--- src/rtl/hsr_pkg.sv ---
`timescale 1ns/1ps
package hsr_pkg;

    // tracker state
    typedef enum logic [1:0] {
        ST_SEARCH = 2'd0,
        ST_ACQ    = 2'd1,
        ST_LOCK   = 2'd2
    } trk_state_e;

    // inhibit fraction = INH_NUM / 2**INH_SHIFT (about 0.70)
    localparam int unsigned INH_NUM   = 179;
    localparam int unsigned INH_SHIFT = 8;

    // per-cycle tracker decision, shared by the tracker and the top
    typedef struct packed {
        logic accept;
        logic timeout;
        logic consistent;
    } trk_dec_t;

    function automatic logic [31:0] inhibit_len(input logic [31:0] est);
        logic [39:0] prod;
        prod = {8'd0, est} * 40'(INH_NUM);
        return prod[INH_SHIFT +: 32];
    endfunction

    function automatic logic interval_ok(input logic [31:0] ivl, input logic [31:0] est);
        logic [33:0] twice;
        logic [33:0] lo;
        logic [33:0] hi;
        twice = {1'b0, ivl, 1'b0};
        lo    = {2'b00, est};
        hi    = {2'b00, est} + {1'b0, est, 1'b0};
        return (twice >= lo) && (twice <= hi);
    endfunction

endpackage

--- src/rtl/hsr_sync_edge.sv ---
`timescale 1ns/1ps
module hsr_sync_edge #(
    parameter int unsigned STAGES = 2
) (
    input  logic clk,
    input  logic rst,
    input  logic sync_n_i,
    output logic fall_o
);
    logic [STAGES-1:0] chain_q;
    logic              prev_q;

    always_ff @(posedge clk) begin
        if (rst) begin
            chain_q <= '1;
            prev_q  <= 1'b1;
        end else begin
            chain_q[0] <= sync_n_i;
            for (int i = 1; i < int'(STAGES); i++) begin
                chain_q[i] <= chain_q[i-1];
            end
            prev_q <= chain_q[STAGES-1];
        end
    end

    assign fall_o = prev_q & ~chain_q[STAGES-1];

endmodule

--- src/rtl/hsr_line_tracker.sv ---
`timescale 1ns/1ps
module hsr_line_tracker
    import hsr_pkg::*;
#(
    parameter int unsigned CNT_W    = 16,
    parameter int unsigned LINE_DEF = 12720
) (
    input  logic             clk,
    input  logic             rst,
    input  logic             fall_i,
    output trk_dec_t         dec_o,
    output logic             valid_o,
    output logic [CNT_W-1:0] period_o
);
    localparam logic [CNT_W-1:0] CNT_MAX  = '1;
    localparam logic [CNT_W-1:0] EST_INIT = CNT_W'(LINE_DEF);

    trk_state_e       state_q;
    logic [CNT_W-1:0] since_q;
    logic [CNT_W-1:0] est_q;
    logic [31:0]      inh_w;
    logic             open_w;

    always_comb begin
        inh_w            = inhibit_len(32'(est_q));
        open_w           = (32'(since_q) >= inh_w);
        dec_o.consistent = interval_ok(32'(since_q), 32'(est_q));
        dec_o.timeout    = ({1'b0, since_q} >= {est_q, 1'b0});
        dec_o.accept     = fall_i && ((state_q == ST_SEARCH) || open_w);
    end

    always_ff @(posedge clk) begin
        if (rst) begin
            state_q <= ST_SEARCH;
            since_q <= '0;
            est_q   <= EST_INIT;
        end else if (dec_o.accept) begin
            since_q <= CNT_W'(1);
            unique case (state_q)
                ST_SEARCH: state_q <= ST_ACQ;
                ST_ACQ: begin
                    est_q <= since_q;
                    if (dec_o.consistent) begin
                        state_q <= ST_LOCK;
                    end
                end
                ST_LOCK: begin
                    if (dec_o.consistent) begin
                        est_q <= since_q;
                    end
                end
                default: state_q <= ST_SEARCH;
            endcase
        end else begin
            if (since_q != CNT_MAX) begin
                since_q <= since_q + CNT_W'(1);
            end
            if (dec_o.timeout && (state_q != ST_SEARCH)) begin
                state_q <= ST_SEARCH;
            end
        end
    end

    assign valid_o  = (state_q == ST_LOCK);
    assign period_o = est_q;

endmodule

--- src/rtl/hsr_pulse_gen.sv ---
`timescale 1ns/1ps
module hsr_pulse_gen #(
    parameter int unsigned PULSE_W = 1040
) (
    input  logic clk,
    input  logic rst,
    input  logic trig_i,
    output logic pulse_n_o
);
    localparam int unsigned PW_W = $clog2(PULSE_W + 1);

    logic [PW_W-1:0] left_q;

    always_ff @(posedge clk) begin
        if (rst) begin
            left_q <= '0;
        end else if (trig_i) begin
            left_q <= PW_W'(PULSE_W);
        end else if (left_q != '0) begin
            left_q <= left_q - PW_W'(1);
        end
    end

    assign pulse_n_o = (left_q == '0);

endmodule

--- src/rtl/hsync_regen.sv ---
`timescale 1ns/1ps
module hsync_regen
    import hsr_pkg::*;
#(
    parameter int unsigned SYNC_STAGES = 2,
    parameter int unsigned CNT_W       = 16,
    parameter int unsigned LINE_DEF    = 12720,
    parameter int unsigned PULSE_W     = 1040
) (
    input  logic             clk,
    input  logic             rst,
    input  logic             csync_n_i,
    output logic             hsync_n_o,
    output logic             valid_o,
    output logic [CNT_W-1:0] period_o
);
    logic     fall_w;
    trk_dec_t dec_w;

    hsr_sync_edge #(
        .STAGES(SYNC_STAGES)
    ) edge_i (
        .clk      (clk),
        .rst      (rst),
        .sync_n_i (csync_n_i),
        .fall_o   (fall_w)
    );

    hsr_line_tracker #(
        .CNT_W    (CNT_W),
        .LINE_DEF (LINE_DEF)
    ) trk_i (
        .clk      (clk),
        .rst      (rst),
        .fall_i   (fall_w),
        .dec_o    (dec_w),
        .valid_o  (valid_o),
        .period_o (period_o)
    );

    hsr_pulse_gen #(
        .PULSE_W(PULSE_W)
    ) pulse_i (
        .clk       (clk),
        .rst       (rst),
        .trig_i    (dec_w.accept),
        .pulse_n_o (hsync_n_o)
    );

endmodule

--- config.mk ---
export PLATFORM = sky130hd
export DESIGN_NAME = hsync_regen
export DESIGN_NICKNAME = d
export VERILOG_FILES = /design/src/rtl/hsr_pkg.sv /design/src/rtl/hsr_sync_edge.sv /design/src/rtl/hsr_line_tracker.sv /design/src/rtl/hsr_pulse_gen.sv /design/src/rtl/hsync_regen.sv
export SDC_FILE = /design/constraint.sdc
export NUM_CORES = 1
export LEC_CHECK = 0
export BUFFER_PORTS_ARGS = -buffer_cell sky130_fd_sc_hd__buf_4
export CORE_ASPECT_RATIO = 1.5
export CORE_MARGIN = 4
export CORE_UTILIZATION = 45
export CTS_CLUSTER_SIZE = 12
export DETAILED_ROUTE_END_ITERATION = 16
export PLACE_DENSITY = 0.69
export REMOVE_ABC_BUFFERS = 1
export SYNTH_ARGS = -nofsm -noshare
export SYNTH_HDL_FRONTEND = slang
export SYNTH_SLANG_ARGS = --single-unit
--- constraint.sdc ---
create_clock -name clk -period 5.99 [get_ports clk]
set_input_delay 0.2995 -clock clk [delete_from_list [all_inputs] [get_ports clk]]
set_output_delay 0.2995 -clock clk [all_outputs]
set_load 0.03 [all_outputs]
==> out/results.txt <==
Status: finished clean
Nets@finish: 921
TritonRoute pass-1 iters: 4
Vias per cell: 5.65
Reg power frac: 36.4%
Reg clk slew, reported paths: 0.07 ns
Top-Level Pins: 21
WL final: 15500 µm
RR Endpoint: trk_i.since_q[13]
Vias in the first global route: 5384
Post-Syn Area: 6150 µm²
Fmax: 0.170 GHz
Crit path launch type: register
Synth top cells by count: ha_1 (130), inv_1 (106), nand2_1 (52), nor2_1 (52), dfxtp_1 (48)
Synth Register Bits: 48
Clock latency on the worst-skew pair: 0.28 ns
XOR/XNOR Fraction of Synth Area: 6.98%
Skew final: 0.00666 ns
Worst Max-Slew Pin Slew: 0.611 ns
Share of power burned in the clock network: 32.7%
N_diodes: 0
Crit share post-route: 98.1%
Cell taking the most area after synthesis: ha_1
Final cell count without fillers: 913
Worst EP arrival: 6.10 ns
# clock sinks: 48
Setup violators final: 0
Switching share of power: 30.9%
Final min period: 5.88 ns
Filler instances: 1216
Hold Path Class: in2reg
Clk buf depth: 2
EDFF count, synth: 0
Initial drt markers: 209
Routability Congestion: 0.907
Largest net degree at the start of global routing: 25
Largest cells by area after synthesis: ha_1 (26%), dfxtp_1 (16%), fa_1 (12%), inv_1 (6.5%), xnor2_1 (3.7%)
Reg2Reg Depth: 25
Hold Crit Start: csync_n_i
Syn Area/Cell: 8.75 µm²
Crit Path Max Fanout: 12
Share of flip-flops with an asynchronous set or reset: 0%
Most frequent cell after synthesis: ha_1
Area growth syn-to-layout: 15.2%
Total gr overflow: 0
Reg area: 972 µm²
Total CTS buffers: 5
First-pass GRT wire length: 25100 µm
Post-Synth Simple-Gate Area: 14.1%
Pleak: 3.55 nW
Core Footprint: 13500 µm²
Slew Viols, Final: 0
Worst R2R Start: trk_i.period_o[3]
Max_slew headroom: 58.9%
Primary FF master, synth: dfxtp_1
FP Rows: 52
DRC: 0
Die Ht: 151 µm
Root Buffer: clkbuf_16
Hold path endpoint: edge_i.chain_q[0]
Pwr Density: 143 nW/µm²
Hold Path Cell Cnt: 2
Internal Power: 0.698 mW
Finished Core Util: 52.6%
Max_cap viols: 0
Post-DRT Antenna Nets: 0
Sw power: 0.313 mW
WL/cell: 17.0 µm
Crit Path Class: reg2reg
Synth warnings: 0
CTS tree: built
Top-area cell type share of the netlist area: 26.4%
Area of the multi-input gates: 4880 µm²
Initial Util: 45.7%
Yosys cell types: 62
Post-Synthesis Cells: 703
Power share of the combinational group: 30.9%
Via count: 5155
Detailed placer's ending HPWL: 12600 µm
Synth Area in Compound Gates: 14.4%
Critical path capture point type: register
Die W: 103 µm
Layout cells sized above 1: 14.6%
Antenna violations before repair: 0
GRT Util Overall: 20.3%
Fin. Hold Viols: 0
Synth Area in Adders: 38.8%
Fraction of synthesized area in multiplexers: 2.60%
H-tree depth: 2
Setup slack, reg-to-reg: 0.11 ns
Data required, critical path: 6.21 ns
Main combinational cell family by area after synthesis: adder cells
Worst VDD drop: 0.213 mV
Placed insts: 899
Port buffer count: 20
Register area share after synthesis: 15.6%
Die area: 15600 µm²
==> cells by family after synthesis <==
family | after synthesis
fa+ha+maj | 168
compound gates | 126
flops | 48
simple gates | 179
mux | 16
xor+xnor | 49
buf+inv | 117
==> power groups by stage <==
stage               Combinational, mW  Sequential (mW)  Clock (mW)
finish                          0.313            0.368       0.331
global route                    0.352            0.372       0.346
CTS                             0.295            0.368       0.337
detailed placement              0.293            0.375           0
global placement                0.281            0.373           0
floorplan                       0.229            0.370           0
==> routing by layer <==
| metal | global-route usage (%) | wire length (µm) | up-vias |
|---|---|---|---|
| li1 | - | - | 2503 |
| met1 | 22.1 | 5840 | 2479 |
| met2 | 38.7 | 8360 | 129 |
| met3 | 1.94 | 587 | 44 |
| met4 | 8.75 | 708 | 0 |
| met5 | 0 | 0 | - |
==> critical path, cell delays in order, from the launching register on <==
cell and delay, ns:
dfxtp_2 0.33, ha_1 0.27, inv_1 0.05, fa_1 0.49, inv_2 0.04, fa_1 0.51
inv_2 0.04, fa_1 0.51, inv_2 0.05, ha_4 0.26, a21o_1 0.12, a21oi_2 0.06
a32o_2 0.27, buf_4 0.14, o41ai_4 0.35, a21o_1 0.19, xnor2_1 0.09, ha_1 0.32
and3_4 0.18, a221o_1 0.34, a211oi_2 0.22, o21ai_2 0.13, a311o_2 0.45, buf_12 0.15
clkbuf_16 0.16, a21oi_1 0.10
==> placed cells by master, fill, tap and decap left out, types with 3 or more instances in the layout <==
cell and count:
ha_1 122, inv_1 102, nand2_1 52, nor2_1 51, buf_4 43, dfxtp_1 41, fa_1 38, a21oi_1 36
xnor2_1 26, xor2_1 23, o21ai_0 17, mux2i_1 16, nand3_1 15, a21o_1 14, nor3_1 12, a211oi_1 8
ha_4 8, nand4_1 7, and3_1 6, clkbuf_16 6, dfxtp_2 6, a21oi_2 5, o21a_1 5, or2_2 5
nor2b_1 5, nand2b_1 5, inv_2 4, a31oi_1 4, o21bai_1 3, o31ai_1 3, o21ai_2 3, a211o_1 3
and2_1 3, a221o_1 3, nor4_1 3, nand3b_1 3, buf_12 3, buf_6 3
==> metrics by stage <==
step	area [µm²]	total power [mW]	setup slack (ns)	hold WS, ns	setup TNS [ns]
6_report	7090	1.01	0.114	0.191	0
4_1_cts	6830	1.00	0.00144	0.188	0
2_1_floorplan	6090	0.599	-0.271	0.369	-3.14
3_3_place_gp	6640	0.654	0.0784	0.398	0
3_5_place_dp	6640	0.668	-0.0211	0.394	-0.0345
5_1_grt	7090	1.07	-0.0186	0.200	-0.122
==> layout make-up <==
cell class	count	area share, %
Clock inverter	2	0.547
Clock buffer	6	1.96
Multi-Input combinational cell	538	68.9
Sequential cell	48	13.7
Tap cell	162	2.86
Inverter	107	5.74
Timing Repair Buffer	50	6.23
==> worst max-delay path by stage <==
| stage | slack (ns) | to | startpoint |
|---|---|---|---|
| floorplan | -0.27 | trk_i.state_q[1] | trk_i.period_o[2] |
| detailed placement | -0.02 | trk_i.since_q[10] | trk_i.period_o[9] |
| CTS | 0.001 | trk_i.since_q[10] | trk_i.period_o[6] |
| global route | -0.02 | pulse_i.left_q[0] | trk_i.period_o[3] |
| global placement | 0.08 | trk_i.period_o[1] | trk_i.period_o[1] |
| finish | 0.11 | trk_i.since_q[13] | trk_i.period_o[3] |
==> registers in the layout, indices dropped and copies added, names as in the netlist <==
| register | count |
|---|---|
| pulse_i.left_q | 11 |
| edge_i.prev_q | 1 |
| trk_i.since_q | 16 |
| edge_i.chain_q | 2 |
| trk_i.period_o | 16 |
| trk_i.state_q | 2 |
==> repair_timing <==
item                       in CTS  in global routing
setup endpoints to repair       2                 43
resized for setup               3                 36
cloned                          0                  1
setup buffers                   0                  5
pin swaps                       2                 20
hold buffers                    0                  0
No activity file was read; power rests on OpenSTA's default activity.
